`config.mk`:
```
export PLATFORM = sky130hd
export DESIGN_NAME = keyed_wdog
export DESIGN_NICKNAME = d
export VERILOG_FILES = /design/src/rtl/wdog_pkg.sv /design/src/rtl/wdog_timer.sv /design/src/rtl/wdog_ctrl.sv /design/src/rtl/keyed_wdog.sv
export SDC_FILE = /design/constraint.sdc
export NUM_CORES = 1
export LEC_CHECK = 0
export BUFFER_PORTS_ARGS = -buffer_cell sky130_fd_sc_hd__clkbuf_2
export CORE_ASPECT_RATIO = 0.75
export CORE_MARGIN = 10
export CORE_UTILIZATION = 35
export DETAILED_ROUTE_END_ITERATION = 12
export PLACE_DENSITY = 0.48
export SLEW_MARGIN = 10
export SYNTH_ARGS = -nofsm -noshare
export SYNTH_HDL_FRONTEND = slang
export SYNTH_SLANG_ARGS = --single-unit
```
`constraint.sdc`:
```
create_clock -name clk -period 2.8 [get_ports clk]
set_clock_uncertainty 0.1 [all_clocks]
set_input_delay 0.42 -clock clk [delete_from_list [all_inputs] [get_ports clk]]
set_output_delay 0.42 -clock clk [all_outputs]
set_load 0.01 [all_outputs]
```
`src/rtl/wdog_pkg.sv`:
```
package wdog_pkg;

    typedef enum logic [1:0] {
        ST_STOPPED = 2'd0,
        ST_ARMED   = 2'd1,
        ST_WARNING = 2'd2
    } wdog_state_e;

endpackage

```
`src/rtl/wdog_timer.sv`:
```
module wdog_timer #(
    parameter int WARN_CYCLES  = 2_500_000,
    parameter int GRACE_CYCLES = 82_500
) (
    input  logic clk,
    input  logic rst_n,
    input  logic clr,
    input  logic run,
    input  logic in_grace,
    output logic expired
);
    localparam int LIMIT = (WARN_CYCLES > GRACE_CYCLES) ? WARN_CYCLES : GRACE_CYCLES;
    localparam int CNT_W = $clog2(LIMIT + 1);
    localparam logic [CNT_W-1:0] WARN_LAST  = CNT_W'(WARN_CYCLES - 1);
    localparam logic [CNT_W-1:0] GRACE_LAST = CNT_W'(GRACE_CYCLES - 1);

    logic [CNT_W-1:0] cnt_q;

    always_ff @(posedge clk or negedge rst_n) begin
        if (!rst_n) begin
            cnt_q <= '0;
        end else if (clr) begin
            cnt_q <= '0;
        end else if (run) begin
            cnt_q <= cnt_q + 1'b1;
        end
    end

    always_comb begin
        expired = run && (cnt_q == (in_grace ? GRACE_LAST : WARN_LAST));
    end

endmodule

```
`src/rtl/wdog_ctrl.sv`:
```
module wdog_ctrl
    import wdog_pkg::*;
#(
    parameter int KEY_W = 3
) (
    input  logic             clk,
    input  logic             rst_n,
    input  logic             wr_en,
    input  logic             wr_enable,
    input  logic [KEY_W-1:0] wr_key,
    input  logic             expired,
    output logic             cnt_clr,
    output logic             cnt_run,
    output logic             in_grace,
    output logic [KEY_W-1:0] key_q,
    output logic             active,
    output logic             nmi_req,
    output logic             chip_rst
);
    wdog_state_e state_q, state_d;
    logic [KEY_W-1:0] key_d;
    logic running, key_ok, kick, halt, bite;

    always_comb begin
        running = (state_q != ST_STOPPED);
        key_ok  = (wr_key == ~key_q);
        kick    = running && wr_en && wr_enable && key_ok;
        halt    = running && wr_en && !wr_enable && key_ok;
        bite    = 1'b0;
        state_d = state_q;
        key_d   = key_q;
        if (wr_en && (running || wr_enable)) begin
            key_d = wr_key;
        end
        unique case (state_q)
            ST_STOPPED: begin
                if (wr_en && wr_enable) state_d = ST_ARMED;
            end
            ST_ARMED: begin
                if (halt)         state_d = ST_STOPPED;
                else if (kick)    state_d = ST_ARMED;
                else if (expired) state_d = ST_WARNING;
            end
            ST_WARNING: begin
                if (halt)      state_d = ST_STOPPED;
                else if (kick) state_d = ST_ARMED;
                else if (expired) begin
                    state_d = ST_STOPPED;
                    bite    = 1'b1;
                end
            end
            default: state_d = ST_STOPPED;
        endcase
        cnt_clr  = (state_d != state_q) || kick;
        cnt_run  = running;
        in_grace = (state_q == ST_WARNING);
    end

    // state register
    always_ff @(posedge clk or negedge rst_n) begin
        if (!rst_n) begin
            state_q <= ST_STOPPED;
            key_q   <= '0;
        end else begin
            state_q <= state_d;
            key_q   <= key_d;
        end
    end

    // outputs
    always_ff @(posedge clk or negedge rst_n) begin
        if (!rst_n) begin
            chip_rst <= 1'b0;
        end else begin
            chip_rst <= bite;
        end
    end

    always_comb begin
        active  = running;
        nmi_req = (state_q == ST_WARNING);
    end

endmodule

```
`src/rtl/keyed_wdog.sv`:
```
module keyed_wdog #(
    parameter int KEY_W        = 3,
    parameter int WARN_CYCLES  = 2_500_000,
    parameter int GRACE_CYCLES = 82_500
) (
    input  logic             clk,
    input  logic             rst_n,
    input  logic             wr_en,
    input  logic             wr_enable,
    input  logic [KEY_W-1:0] wr_key,
    output logic             active,
    output logic             nmi_req,
    output logic             chip_rst
);
    logic cnt_clr, cnt_run, in_grace, expired;
    logic [KEY_W-1:0] key_q;

    wdog_timer #(
        .WARN_CYCLES (WARN_CYCLES),
        .GRACE_CYCLES(GRACE_CYCLES)
    ) u_timer (
        .clk     (clk),
        .rst_n   (rst_n),
        .clr     (cnt_clr),
        .run     (cnt_run),
        .in_grace(in_grace),
        .expired (expired)
    );

    wdog_ctrl #(
        .KEY_W(KEY_W)
    ) u_ctrl (
        .clk      (clk),
        .rst_n    (rst_n),
        .wr_en    (wr_en),
        .wr_enable(wr_enable),
        .wr_key   (wr_key),
        .expired  (expired),
        .cnt_clr  (cnt_clr),
        .cnt_run  (cnt_run),
        .in_grace (in_grace),
        .key_q    (key_q),
        .active   (active),
        .nmi_req  (nmi_req),
        .chip_rst (chip_rst)
    );

endmodule

```
==> impl_metrics.json, run 1 <==
{
  "status": "finished clean",
  "overflow": 0,
  "end_kind": "flip-flop",
  "antenna_found_initial": 0,
  "syn_nets": 179,
  "cts_made_buffers": 3,
  "die_area_mm2": 0.008232,
  "start_kind": "flip-flop",
  "ys_warn_count": 0,
  "finalSetupViolCount": 0,
  "grt_pass1_vias": 1449,
  "path_clk_slew_ns": 0.10,
  "nNetsFinal": 186,
  "synth_top_cell_by_area": "dfrtp_1",
  "syn-cell-area_mm2": 0.001743,
  "hold_buffers": 0,
  "gp_congestion": 0.8186,
  "clockRootBuffer": "clkbuf_8",
  "ys_seq_area_frac": 0.4020,
  "fin_crit_sh": 0.7815,
  "cp_slowest_cell": "or4_1",
  "fmax_mhz": 457.0,
  "grt_pass1_wl_um": 7417,
  "synth_top_area_share": 0.4020,
  "cts_tree": "yes",
  "hold_class": "in2async",
  "whs_ns": 0.08478,
  "area.growth.synth_to_final_pct": 6.389,
  "drv_cap": 0,
  "initial_core_util": 0.3598,
  "drive_gt1_frac": 0.1864,
  "pre_cts_ws_ns": 0.6268,
  "required_ns": 2.86,
  "slew_violations": 0,
  "tightest_slew_ns": 0.7258,
  "first_pass_iters": 4,
  "power.density_mw_per_mm2": 584.6,
  "syn_inst": 171,
  "ir_drop_mv": 0.2174,
  "drc": 0,
  "core_mm2": 0.004845,
  "wl_per_cell_um": 18.29,
  "die_y_um": 81.12,
  "path_cells": "nor2b_4, or4_1, a21oi_4, buf_4, o22ai_1",
  "ys_types": 49,
  "rsz0062_at_grt": "false",
  "drt_iter0_drc": 123,
  "wirelength_um": 4335,
  "path_max_fanout": 18,
  "htree_levels": 1,
  "synth-seq-cells": 28,
  "drtAntennaViolNets": 0,
  "rows": 22,
  "ys_async_sr_fraction": 1.000,
  "period_needed_ns": 2.188,
  "ctsResizeCount": 0,
  "grt_max_degree": 29,
  "crit_arrival_ns": 2.25,
  "p_leak_nw": 0.6739,
  "max_slew_margin": 0.5161,
  "setup_slack_ns": 0.6118,
  "routed_via_density": 6.017,
  "dr_total_vias": 1426,
  "synth_edf_count": 0,
  "ioPinCount": 10,
  "max_stage_delay_ns": 0.58,
  "clk_latency_ns": 0.28,
  "dpl.cell_count": 233,
  "cts_max_path_buffers": 2,
  "port_buffers": 9,
  "cts_setup_buffers": 0,
  "fp.dieW_um": 101.5,
  "final_core_util": 0.3827,
  "synth.area.top_cells": "dfrtp_1, a211oi_1, o31ai_1",
  "antenna_cells": 0,
  "avgSynthCellArea_um2": 10.19,
  "track_usage": 0.1100,
  "hold_violations": 0,
  "numClockSinks": 28,
  "fin_cells": 237,
  "tns_ns": 0,
  "ys.flop_type": "dfrtp_1",
  "dpl.hpwl_um": 3107,
  "critPathKind": "reg2reg"
}
==> placed cells by master, fill, tap and decap left out, types with 2 or more instances in the layout <==
cell,instances
nand4_1,6
nand2_1,10
or3_1,4
xor2_1,8
and2_1,2
nand4b_1,3
clkbuf_2,9
dfrtp_1,28
nor3_1,6
mux2_2,3
or4_1,10
clkbuf_8,4
buf_4,2
inv_1,8
a211oi_1,14
a22oi_1,2
nand3_1,7
o21ai_0,7
nor2_1,3
or2_2,2
o22ai_1,3
nor4bb_1,2
o31ai_1,10
==> worst paths after layout <==
kind,startpoint,end,slack (ns),depth (start not counted)
setup / recovery,u_ctrl.state_q[1]$_DFF_PN0_,u_timer.cnt_q[1]$_DFFE_PN0P_,0.61,5
hold / removal,rst_n,u_timer.cnt_q[18]$_DFFE_PN0P_,0.08,1
setup reg to reg,u_ctrl.state_q[1]$_DFF_PN0_,u_timer.cnt_q[1]$_DFFE_PN0P_,0.61,5
hold reg to reg,u_ctrl.key_q[0]$_DFFE_PN0P_,u_ctrl.key_q[0]$_DFFE_PN0P_,0.44,1
max in group asynchronous,rst_n,u_timer.cnt_q[17]$_DFFE_PN0P_,2.06,1
min in group clk,wr_key[0],u_ctrl.key_q[0]$_DFFE_PN0P_,0.30,2
==> area by class of cell <==
class,instances,area [um2]
multi-input cells,126,933.4
flip-flops and latches,28,700.7
fillers,493,2990
well taps,60,75.07
clock buffers,4,55.05
repair buffers,11,60.06
inverters,8,30.03
==> worst max-delay path: cells and delay by family, from the launching register on <==
kind | cells | cell delay (ns)
compound gates | 2 | 0.39
buf+inv | 1 | 0.31
simple gates | 2 | 0.76
flops | 1 | 0.49
==> where the power goes <==
part / switching, mW / total (mW) / internal [mW]
Combinational: 0.202 / 0.320 / 0.118
Clock: 0.127 / 0.253 / 0.126
Sequential: 0.0627 / 0.512 / 0.449
Total: 0.391 / 1.08 / 0.693
==> cell usage after synthesis, drive strengths merged (3+ instances only) <==
| cell type | n |
|---|---|
| a211oi | 15 |
| buf | 7 |
| dfrtp | 28 |
| inv | 8 |
| mux2 | 3 |
| nand2 | 10 |
| nand3 | 9 |
| nand4 | 7 |
| nand4b | 3 |
| nor2 | 3 |
| nor3 | 6 |
| o21ai | 7 |
| o22ai | 3 |
| o31ai | 10 |
| or3 | 5 |
| or4 | 11 |
| xor2 | 8 |
==> kinds of logic after synthesis <==
family / after synthesis / share of synthesized area
adders and majority gates: 1 / 0.007178
DFF: 28 / 0.4020
AOI/OAI and AO/OA: 42 / 0.1788
buffers and inverters: 17 / 0.06245
and+or+nand+nor: 70 / 0.2793
xor gates and xnor gates: 9 / 0.04523
muxes: 4 / 0.02512
==> sequential cells by signal, summed over array words and instances (netlist names) <==
| name | cells |
|---|---|
| u_ctrl.state_q | 2 |
| u_timer.cnt_q | 22 |
| u_ctrl.chip_rst | 1 |
| u_ctrl.key_q | 3 |
==> per-stage QoR <==
step                area (um2)  power (mW)
detailed placement        1799      0.8374
CTS                       1854       1.094
global placement          1799      0.8254
finish                    1854       1.084
floorplan                 1743      0.7629
global route              1854       1.156
==> routing by layer <==
| layer | routed length, um | global-route usage | vias to the layer above |
|---|---|---|---|
| li1 | - | - | 677 |
| met1 | 2280 | 0.1597 | 727 |
| met2 | 1930 | 0.1658 | 20 |
| met3 | 108 | 0.02629 | 2 |
| met4 | 16 | 0.01250 | 0 |
| met5 | 0 | 0 | - |
Power figures use the tool's default switching activity.
==> inputs of run 2 (changes only) <==
PLACE_DENSITY = 0.49   (was 0.48)
clock period = 1.8 ns   (was 2.8 ns; I/O delays follow)
==> impl_metrics.json, run 2 (synthesis gave the netlist of run 1 again) <==
{
  "rows": 22,
  "final_common_cell": "buf_4",
  "rsz0062_at_grt": "true",
  "fp.dieW_um": 101.5,
  "die_y_um": 81.12,
  "finalSetupViolCount": 0,
  "end_kind": "flip-flop",
  "antenna_cells": 0,
  "initial_core_util": 0.3598,
  "antenna_found_initial": 0,
  "critPathKind": "reg2reg",
  "hold_class": "in2reg",
  "slew_violations": 0,
  "drv_cap": 0,
  "largest_register": "u_timer.cnt_q",
  "power_mw": 1.856,
  "nNetsFinal": 230,
  "path_max_fanout": 6,
  "drt_iter0_drc": 79,
  "power.density_mw_per_mm2": 811.9,
  "p_leak_nw": 0.9117,
  "area.growth.synth_to_final_pct": 31.16,
  "drc": 0,
  "numClockSinks": 28,
  "routed_via_density": 5.593,
  "first_pass_iters": 4,
  "port_buffers": 9,
  "htree_levels": 1,
  "drtAntennaViolNets": 0,
  "clockRootBuffer": "clkbuf_8",
  "grt_pass1_wl_um": 7762,
  "track_usage": 0.1165,
  "gp_congestion": 0.8192,
  "cts_tree": "yes",
  "final_cell_mix": "buf_4, dfrtp_1, a211oi_1",
  "hold_violations": 0,
  "max_slew_margin": 0.5090,
  "ioPinCount": 10,
  "ir_drop_mv": 0.5357,
  "cts_max_path_buffers": 2,
  "path_clk_slew_ns": 0.09,
  "fin_crit_sh": 0.9972,
  "top_regs": "u_timer.cnt_q: 22 flops, u_ctrl.key_q: 3 flops, u_ctrl.state_q: 2 flops",
  "cts_made_buffers": 3,
  "overflow": 0,
  "core_mm2": 0.004845,
  "clk_latency_ns": 0.27,
  "die_area_mm2": 0.008232,
  "grt_max_degree": 29,
  "status": "finished clean",
  "grt_pass1_vias": 1495,
  "crit_arrival_ns": 1.88,
  "dpl.hpwl_um": 3508,
  "tns_ns": 0,
  "dr_total_vias": 1566,
  "wl_per_cell_um": 16.77,
  "wirelength_um": 4696,
  "tightest_slew_ns": 0.7366,
  "fmax_mhz": 557.1,
  "largest_reg_flops": 22,
  "required_ns": 1.89,
  "start_kind": "flip-flop",
  "drive_gt1_frac": 0.4091,
  "period_needed_ns": 1.795
}
[run 2: cell types whose count changed in the layout (fill, tap and decap cells not counted), moves of 2 or more]
cell      previous run  this run
dfrtp_2              0         2
or4_4                1         4
or4_1               10         7
buf_6                0         3
and2_1               2         0
a211oi_2             1         4
or2_4                0         2
buf_4                2        39
or2_2                2         0
a211oi_1            14        11
dfrtp_1             28        26
[run 2: area by class of cell]
| type | count | area [um2] |
|---|---|---|
| fill | 472 | 2559 |
| multi-input combinational | 127 | 1020 |
| sequential | 28 | 703.2 |
| timing repair buffer | 54 | 416.7 |
| tap | 60 | 75.07 |
| clock buffer | 3 | 41.29 |
| inverter | 8 | 30.03 |
[run 2: layer usage]
metal,part of all wire,GRT usage,up-vias
li1,-,-,769
met1,0.55,0.1824,778
met2,0.42,0.1639,19
met3,0.030,0.02290,0
met4,0,0.009722,0
met5,0,0,-
[run 2: power by group]
part	leakage [nW]	switching (mW)	internal, mW	total [mW]
logic	0.516	0.387	0.355	0.742
clock network	0.0216	0.188	0.150	0.338
registers	0.374	0.0747	0.701	0.776
total	0.912	0.650	1.21	1.86
[run 2: worst paths after layout]
check	cells after the start	slack, ns	start	to
max reg2reg	4	0.005	u_timer.cnt_q[7]$_DFFE_PN0P_	u_timer.cnt_q[17]$_DFFE_PN0P_
min in group asynchronous	2	0.48	rst_n	u_ctrl.chip_rst$_DFF_PN0_
max in group asynchronous	2	0.61	rst_n	u_timer.cnt_q[16]$_DFFE_PN0P_
max	4	0.005	u_timer.cnt_q[7]$_DFFE_PN0P_	u_timer.cnt_q[17]$_DFFE_PN0P_
min	2	0.16	wr_key[1]	u_ctrl.key_q[1]$_DFFE_PN0P_
min reg2reg	1	0.44	u_ctrl.key_q[1]$_DFFE_PN0P_	u_ctrl.key_q[1]$_DFFE_PN0P_
[run 2: per-stage QoR]
step / cell area (um2) / hold WS, ns / setup slack [ns] / utilization / std cells
after floorplan: 1753 / -0.1256 / 0.03929 / - / 171
after global placement: 2108 / 0.2477 / -0.01299 / 0.4352 / 272
after detailed placement: 2108 / 0.2730 / -0.06725 / 0.4352 / 272
after CTS: 2212 / 0.1508 / 0.0006939 / 0.4566 / 278
after global routing: 2286 / 0.1525 / -0.06879 / 0.4718 / 280
final: 2286 / 0.1599 / 0.005056 / 0.4718 / 280
[run 2: critical path, cell delays in order (launching register included)]
cell	delay, ns
dfrtp_1	0.43
and4_4	0.27
nand4_4	0.15
or4_1	0.52
a211oi_1	0.25
[run 2: timing repair]
item	in CTS	in global routing
hold endpoints to repair	28	0
hold buffers	1	0
gates cloned	1	0
endpoints found under the setup margin	21	28
gates resized for setup	10	15
pin swaps	2	1
buffers inserted	1	2
